[src/rtl/mdio_pkg.sv]
package mdio_pkg;
    localparam int FRAME_LEN = 64;
    localparam int PRE_LEN   = 32;
    localparam int DATA_W    = 16;
    localparam int TA_IDX    = 46;
    localparam int TA2_IDX   = 47;
    localparam int LAST_IDX  = FRAME_LEN - 1;
    localparam int START_BIT = 14;

    localparam logic [4:0] OFF_CMD  = 5'h00;
    localparam logic [4:0] OFF_ADDR = 5'h04;
    localparam logic [4:0] OFF_WDAT = 5'h08;
    localparam logic [4:0] OFF_RDAT = 5'h0C;
    localparam logic [4:0] OFF_STAT = 5'h10;

    localparam logic [1:0] ST_C45 = 2'b00;
    localparam logic [1:0] ST_C22 = 2'b01;

    // Field order mirrors command bits 13:0
    typedef struct packed {
        logic [1:0] st;
        logic [1:0] op;
        logic [4:0] pa;
        logic [4:0] ra;
    } mdio_cmd_t;

    function automatic logic op_is_read(mdio_cmd_t c);
        return (c.st == ST_C22) ? (c.op == 2'b10) : c.op[1];
    endfunction

    function automatic logic [FRAME_LEN-1:0] build_frame(mdio_cmd_t c,
                                                         logic [DATA_W-1:0] addr_v,
                                                         logic [DATA_W-1:0] wr_v);
        logic [DATA_W-1:0] d;
        d = (c.st == ST_C45 && c.op == 2'b00) ? addr_v : wr_v;
        return {{PRE_LEN{1'b1}}, c.st, c.op, c.pa, c.ra, 2'b10, d};
    endfunction
endpackage

[src/rtl/mdio_clk_div.sv]
module mdio_clk_div #(
    parameter int HALF = 25
) (
    input  logic clk,
    input  logic rst,
    input  logic run,
    output logic mdc,
    output logic rise_p,
    output logic fall_p
);
    localparam int CNT_W = (HALF < 2) ? 1 : $clog2(HALF);
    localparam logic [CNT_W-1:0] CNT_TOP = CNT_W'(HALF - 1);

    logic [CNT_W-1:0] cnt;

    always_ff @(posedge clk) begin
        if (rst || !run) begin
            cnt    <= '0;
            mdc    <= 1'b0;
            rise_p <= 1'b0;
            fall_p <= 1'b0;
        end else begin
            rise_p <= 1'b0;
            fall_p <= 1'b0;
            if (cnt == CNT_TOP) begin
                cnt    <= '0;
                mdc    <= ~mdc;
                rise_p <= ~mdc;
                fall_p <= mdc;
            end else begin
                cnt <= cnt + 1'b1;
            end
        end
    end
endmodule

[src/rtl/mdio_frame_eng.sv]
module mdio_frame_eng
    import mdio_pkg::*;
(
    input  logic              clk,
    input  logic              rst,
    input  logic              go,
    input  mdio_cmd_t         cmd,
    input  logic [DATA_W-1:0] addr_v,
    input  logic [DATA_W-1:0] wr_v,
    input  logic              rise_p,
    input  logic              fall_p,
    input  logic              mdio_i,
    output logic              busy,
    output logic              mdio_o,
    output logic              mdio_oe,
    output logic              done,
    output logic              rd_kind,
    output logic [DATA_W-1:0] rd_data,
    output logic              rd_fail
);
    localparam int IDX_W = $clog2(FRAME_LEN);
    localparam logic [IDX_W-1:0] IDX_REL  = IDX_W'(TA_IDX - 1);
    localparam logic [IDX_W-1:0] IDX_TA2  = IDX_W'(TA2_IDX);
    localparam logic [IDX_W-1:0] IDX_LAST = IDX_W'(LAST_IDX);

    logic [FRAME_LEN-1:0] shreg;
    logic [FRAME_LEN-1:0] frame_w;
    logic [IDX_W-1:0]     idx;
    logic                 last;

    assign frame_w = build_frame(cmd, addr_v, wr_v);

    always_ff @(posedge clk) begin
        if (rst) begin
            busy    <= 1'b0;
            shreg   <= '0;
            idx     <= '0;
            last    <= 1'b0;
            mdio_o  <= 1'b0;
            mdio_oe <= 1'b0;
            done    <= 1'b0;
            rd_kind <= 1'b0;
            rd_data <= '0;
            rd_fail <= 1'b0;
        end else begin
            done <= 1'b0;
            if (go && !busy) begin
                busy    <= 1'b1;
                shreg   <= frame_w;
                mdio_o  <= frame_w[FRAME_LEN-1];
                mdio_oe <= 1'b1;
                idx     <= '0;
                last    <= 1'b0;
                rd_kind <= op_is_read(cmd);
                rd_data <= '0;
                rd_fail <= 1'b0;
            end else if (busy) begin
                if (rise_p) begin
                    if (rd_kind && idx == IDX_TA2)
                        rd_fail <= mdio_i;
                    if (rd_kind && idx > IDX_TA2)
                        rd_data <= {rd_data[DATA_W-2:0], mdio_i};
                    if (idx == IDX_LAST) begin
                        last <= 1'b1;
                    end else begin
                        idx    <= idx + 1'b1;
                        shreg  <= shreg << 1;
                        mdio_o <= shreg[FRAME_LEN-2];
                        if (rd_kind && idx >= IDX_REL)
                            mdio_oe <= 1'b0;
                    end
                end
                if (fall_p && last) begin
                    busy    <= 1'b0;
                    mdio_oe <= 1'b0;
                    mdio_o  <= 1'b0;
                    done    <= 1'b1;
                end
            end
        end
    end


    mdio_edge_chk: assert property (@(posedge clk) disable iff (rst)
        (busy && $past(busy) && mdio_oe && $past(mdio_oe) && (mdio_o != $past(mdio_o)))
        |-> $past(rise_p));


    oe_release_chk: assert property (@(posedge clk) disable iff (rst)
        (busy && rd_kind && idx > IDX_W'(TA_IDX)) |-> !mdio_oe);
endmodule

[src/rtl/mdio_master.sv]
module mdio_master
    import mdio_pkg::*;
#(
    parameter int MDC_HALF = 25
) (
    input  logic        clk,
    input  logic        rst,
    input  logic        reg_wr,
    input  logic [4:0]  reg_addr,
    input  logic [31:0] reg_wdata,
    output logic [31:0] reg_rdata,
    output logic        mdc,
    output logic        mdio_o,
    output logic        mdio_oe,
    input  logic        mdio_i
);
    mdio_cmd_t         cmd_q;
    logic [31:0]       addr_q;
    logic [31:0]       wdat_q;
    logic [DATA_W-1:0] rdat_q;
    logic              fail_q;

    logic              busy, done, rd_kind, rd_fail, rise_p, fall_p, go;
    logic [DATA_W-1:0] rd_data;
    logic              cmd_wr;

    assign cmd_wr = reg_wr && (reg_addr == OFF_CMD);
    assign go     = cmd_wr && reg_wdata[START_BIT] && !busy;

    always_ff @(posedge clk) begin
        if (rst) begin
            cmd_q  <= '0;
            addr_q <= '0;
            wdat_q <= '0;
            rdat_q <= '0;
            fail_q <= 1'b0;
        end else begin
            if (reg_wr) begin
                unique case (reg_addr)
                    OFF_CMD:  if (!busy) cmd_q <= mdio_cmd_t'(reg_wdata[13:0]);
                    OFF_ADDR: addr_q <= reg_wdata;
                    OFF_WDAT: wdat_q <= reg_wdata;
                    default:  ;
                endcase
            end
            if (go) begin
                fail_q <= 1'b0;
            end else if (done && rd_kind) begin
                rdat_q <= rd_data;
                fail_q <= rd_fail;
            end
        end
    end

    always_comb begin
        unique case (reg_addr)
            OFF_CMD:  reg_rdata = {17'd0, busy, cmd_q};
            OFF_ADDR: reg_rdata = addr_q;
            OFF_WDAT: reg_rdata = wdat_q;
            OFF_RDAT: reg_rdata = {16'd0, rdat_q};
            OFF_STAT: reg_rdata = {31'd0, fail_q};
            default:  reg_rdata = '0;
        endcase
    end

    mdio_clk_div #(.HALF(MDC_HALF)) clk_div_i (
        .clk    (clk),
        .rst    (rst),
        .run    (busy),
        .mdc    (mdc),
        .rise_p (rise_p),
        .fall_p (fall_p)
    );

    mdio_frame_eng eng_i (
        .clk     (clk),
        .rst     (rst),
        .go      (go),
        .cmd     (mdio_cmd_t'(reg_wdata[13:0])),
        .addr_v  (addr_q[DATA_W-1:0]),
        .wr_v    (wdat_q[DATA_W-1:0]),
        .rise_p  (rise_p),
        .fall_p  (fall_p),
        .mdio_i  (mdio_i),
        .busy    (busy),
        .mdio_o  (mdio_o),
        .mdio_oe (mdio_oe),
        .done    (done),
        .rd_kind (rd_kind),
        .rd_data (rd_data),
        .rd_fail (rd_fail)
    );


    cmd_hold_chk: assert property (@(posedge clk) disable iff (rst)
        (cmd_wr && busy) |=> $stable(cmd_q));


    fail_clear_chk: assert property (@(posedge clk) disable iff (rst)
        go |=> !fail_q);


    idle_bus_chk: assert property (@(posedge clk) disable iff (rst)
        !busy |-> (!mdio_oe && !mdc));


    reset_state_chk: assert property (@(posedge clk)
        $past(rst) |-> (!busy && !fail_q && cmd_q == '0));
endmodule

[config.mk]
export PLATFORM = sky130hd
export DESIGN_NAME = mdio_master
export DESIGN_NICKNAME = d
export VERILOG_FILES = /design/src/rtl/mdio_pkg.sv /design/src/rtl/mdio_clk_div.sv /design/src/rtl/mdio_frame_eng.sv /design/src/rtl/mdio_master.sv
export SDC_FILE = /design/constraint.sdc
export NUM_CORES = 1
export LEC_CHECK = 0
export ABC_AREA = 1
export ABC_CLOCK_PERIOD_IN_PS = 1800
export BUFFER_PORTS_ARGS = -buffer_cell sky130_fd_sc_hd__buf_2
export CORE_UTILIZATION = 40
export DETAILED_ROUTE_END_ITERATION = 10
export PLACE_DENSITY = 0.57
export SETUP_SLACK_MARGIN = 0.3
export SLEW_MARGIN = 25
export SYNTH_ARGS = -nofsm -noshare
export SYNTH_HDL_FRONTEND = slang
export SYNTH_SLANG_ARGS = --single-unit
[constraint.sdc]
create_clock -name clk -period 1.8 [get_ports clk]
set_input_delay 0.09 -clock clk [delete_from_list [all_inputs] [get_ports clk]]
set_output_delay 0.09 -clock clk [all_outputs]
set_load 0.03 [all_outputs]
* Word-level counts from Yosys, hierarchy flattened
Index checks and enable logic that the tools add are counted.
Operators by class: $add $sub $neg 2, bitwise logic cells 5, equality and inequality tests 11, multiplexer cells 22, reductions and logical operators 35, order comparisons 2
Operators with widths (number):
- $mux 63 | 4
- $pmux 32 s5 | 1
- $reduce_and 3->1 | 7
- $mux 1 | 16
- $mux 16 | 1
- $eq 6x6->1 const B | 2
- $eq 5x4->1 const B | 2
- $eq 5x5->1 const B | 2
- $logic_and 1x1->1 | 10
- $reduce_or 2->1 | 4
- $add 6x1->6 const B | 1
- $ge 6x6->1 const B | 1
- $gt 6x6->1 const B | 1
- $reduce_and 2->1 | 3
- $reduce_bool 3->1 | 2
- $add 5x1->5 const B | 1
- $eq 5x3->1 const B | 1
- $logic_not 5->1 | 1
- $not 1->1 | 5
- $logic_not 2->1 | 2
- $reduce_and 4->1 | 1
- $reduce_bool 2->1 | 2
- $ne 3x2->1 const B | 1
- $reduce_or 3->1 | 1
- other kinds (5) | 5
Word-level totals: register bits 195, word-level logic and storage cells 100

* Depth between registers and ports, before layout
word-level depth 8, depth in mapped cells 11, gate-level depth less buffers 11

* By module
A second synthesis with hierarchy kept.
Unflattened totals: cell total of the unflattened synthesis 1201, area total of the unflattened synthesis 8653.3 um2
Modules (own cells, without submodules):
- mdio_master | cells an instance 570, area each 4159.0 um2, instances 1, seq. area each 1901.8 um2
- mdio_frame_eng | cells an instance 581, area each 4095.2 um2, instances 1, seq. area each 1841.8 um2
- mdio_clk_div | cells an instance 50, area each 399.1 um2, instances 1, seq. area each 160.2 um2

* Worst setup path before layout
No wires, ideal clock.
kind register to register, start point register eng_i.idx[0], end point register eng_i.shreg[19], buffers on the path 2, slack 0.270 ns, stages on the path, launching flop included 11, arrival time 1.402 ns, cell sequence dfxtp_1 -> ha_1 -> nand2_2 -> nor2_1 -> nor2_2 -> buf_6 -> buf_6 -> nand2_1 -> nand2_1 -> nor2_1 -> nor2_1
On the way: longest elaborated chain between the ends 3
Ends and longest elaborated chain:
- start, declared | RTL line mdio_frame_eng.sv:28 | logic [IDX_W-1:0] idx;
- start signal, assigned | RTL line mdio_frame_eng.sv:66 | idx <= idx + 1'b1;
- $eq 6x6->1 | RTL line mdio_frame_eng.sv:63 | if (idx == IDX_LAST) begin
- $ne 2x1->1 (no source line)
- $reduce_and 3->1 (no source line)
- end signal, assigned | RTL line mdio_frame_eng.sv:49 | shreg <= frame_w;
- end signal, assigned | RTL line mdio_frame_eng.sv:67 | shreg <= shreg << 1;
- end, declared | RTL line mdio_frame_eng.sv:26 | logic [FRAME_LEN-1:0] shreg;
Every way passes these cells. A chain may end at the register's enable or synchronous reset.

* Worst setup path after layout
start point register eng_i.idx[1], end point register eng_i.shreg[14]
Same word-level chain as after synthesis.

==> results.yml <==
outcome:
  outcome: "complete, no violations"
synthesis:
  synth_nets: 1300
  synthCells: 1254
  ys_warn_count: 0
  synth.avg_cell_area_um2: 6.903
  synth_edf_count: 0
  netlist.area_leader.share: 0.4510
  ys.flop_type: "dfxtp_1"
  synth.area.top_cells: "dfxtp_1 (45%), nand2_1 (14%), nor2_1 (9.3%)"
  yosys.area.top_type: "dfxtp_1"
  synth.distinct_cells: 39
  syn_area_mm2: 0.008656
  yosys_register_bits: 195
  async_flop_share: 0
  seq_area_frac_synth: 0.4510
placed_design:
  place_congestion: 0.8136
  dp_hpwl_mm: 14.80
  dpl.cell_count: 1557
  port-buffer-count: 75
sta:
  fmax_ghz: 0.6781
  relSlewSlack: 0.6977
  finalClockSkew_ps: 10.95
  setup_viol: 0
  final.period_utilization: 0.8193
  holdWs_ps: 132.5
  hold_violations: 0
  fin_tns_setup_ps: 0
  rsz0062_at_grt: "yes"
  fin_crit_ps: 1475
  tightest_slew_ps: 452.8
  drv_slew: 0
floorplan:
  dieHeight_um: 149.1
  core_mm2: 0.02109
  start_util: 0.4105
  die_w_um: 149.1
  rows: 53
  io_pins: 76
  die_area_mm2: 0.02223
final_layout:
  synthToLayoutAreaGrowth_pct: 23.45
  drive_above_1_share: 0.1620
  nets: 1398
  fillers: 2096
  fin_cells: 1640
  most-common-layout-cells: "nand2_1 (303), nor2_1 (214), dfxtp_1 (190), o21ai_0 (90), nand3_1 (85)"
  final_common_cell: "nand2_1"
global_route:
  grt-ovfl-total: 0
  grt_max_degree: 81
  grt_first_pass_wirelength_mm: 37.97
  grt.total_usage: 0.2166
  grt_pass1_vias: 7461
  antenna_found_initial: 0
worst_setup_path:
  crit_type: "flop to flop"
  crit_fanout: 8
  startpoint_type: "flop"
  cp.required_ps: 2110
  critPathCaptureType: "flop"
  crit_arrival_ps: 1790
clocking:
  cts-root-buf: "clkbuf_16"
  cts_max_path_buffers: 2
  cts.sinks: 195
  htreeDepth: 4
  cts_tree: "yes"
  clk_pin_slew_ps: 80
  cts_buffers: 17
  worstSkewPairLatency_ps: 430
pwr:
  total_power_mw: 8.824
  ir_worst_vdd_v: 0.0006839
  p_per_area_mw_per_mm2: 825.8
  p_leak_nw: 4.481
detailed_routing:
  met1_length_mm: 12.03
  highest_layer: "met4"
  antenna_left: 0
  wl_met3_mm: 1.378
  post_drt_wl_per_cell_um: 15.37
  viasPerCell: 5.001
  first_pass_iters: 4
  drc: 0
  wl_met2_mm: 11.31
  drt_iter0_drc: 459
  vias: 8201
  routed_wl_mm: 25.21
worst_hold_path:
  hp-class: "input pin to flop"
flow_run:
  maxCapViolCount: 0
-- stage by stage --
stage / instance area (µm²) / setup WS [ps] / utilization
2_1_floorplan: 8658 / 306.2 / -
5_1_grt: 10680 / 240.6 / 0.5066
6_report: 10690 / 325.3 / 0.5067
3_3_place_gp: 9336 / 232.7 / 0.4427
4_1_cts: 10300 / 304.3 / 0.4884
3_5_place_dp: 9336 / 178.4 / 0.4427
-- power breakdown --
| part | switching, mW | internal (mW) |
|---|---|---|
| registers | 0.0137 | 4.33 |
| logic | 0.276 | 0.150 |
| clock network | 1.81 | 2.25 |
| total | 2.10 | 6.73 |
-- per-layer routing --
metal  vias to the layer above  track usage
met5                         -            0
met4                         0      0.05459
met3                        29      0.03547
met2                       233       0.3526
met1                      3740       0.2970
li1                       4199            -
-- cell families (layout without fill, tap and decap cells) --
family / after synthesis / count (layout) / synth area share
compound gates: 188 / 188 / 0.1119
flops: 195 / 195 / 0.4510
simple gates: 700 / 700 / 0.3439
other cells: 0 / 1 / 0
buf+inv: 163 / 273 / 0.08297
fa+ha+maj: 5 / 5 / 0.007228
xor+xnor: 3 / 3 / 0.003036
-- worst max-delay path, stage by stage, from the launching register on --
cell and delay (ps):
dfxtp_4 360, ha_4 170, buf_4 140, nand3b_4 100, nand2_8 90, nand2_8 110
buf_6 180, nor2_1 60, nor2_1 90, nor2_1 50
-- worst paths after layout --
path	start	to	slack, ps	cells after the start
worst max-delay path	eng_i.idx[1]	eng_i.shreg[14]	330	9
worst min-delay path	reg_wdata[14]	eng_i.shreg[17]	130	3
worst max register to register	eng_i.idx[1]	eng_i.shreg[14]	330	9
worst min register to register	eng_i.last	eng_i.last	450	2
-- registers in the layout (all words and copies together) (netlist names), 5 cells and up --
name and flops:
addr_q 32, clk_div_i.cnt 5, cmd_q 14, eng_i.idx 6, eng_i.rd_data 16, eng_i.shreg 63
rdat_q 16, wdat_q 32
-- repair_timing --
action | 4_1_cts | 5_1_grt
hold endpoints to repair | 72 | 0
setup buffers | 0 | 10
pin swaps | 0 | 27
hold buffers | 32 | 0
gates resized for setup | 6 | 43
cloned | 0 | 9
endpoints found under the setup margin | 63 | 63
-- synthesized netlist by cell type, types with 5 or more instances --
cell type,n
inv_2,6
a21oi_1,74
nand2_2,5
o211ai_1,6
ha_1,5
nand3_1,85
nor2_2,14
nand2_1,318
nor2_1,215
nor3_1,33
o21ai_1,5
clkbuf_1,40
buf_2,26
inv_1,76
o21ai_0,97
buf_6,6
dfxtp_1,195
nand4_1,16
-- cell type report --
type | instances | area (µm²) | area share
Timing Repair Buffer | 159 | 1349 | 0.1262
Clock inverter | 14 | 196.4 | 0.01838
Multi-Input combinational cell | 896 | 4140 | 0.3875
Tap cell | 275 | 344.1 | 0.03220
Antenna cell | 1 | 2.502 | 0.0002342
Sequential cell | 195 | 3913 | 0.3662
Inverter | 83 | 315.3 | 0.02951
Clock buffer | 17 | 425.4 | 0.03981
No activity file was read; power rests on OpenSTA's default activity.
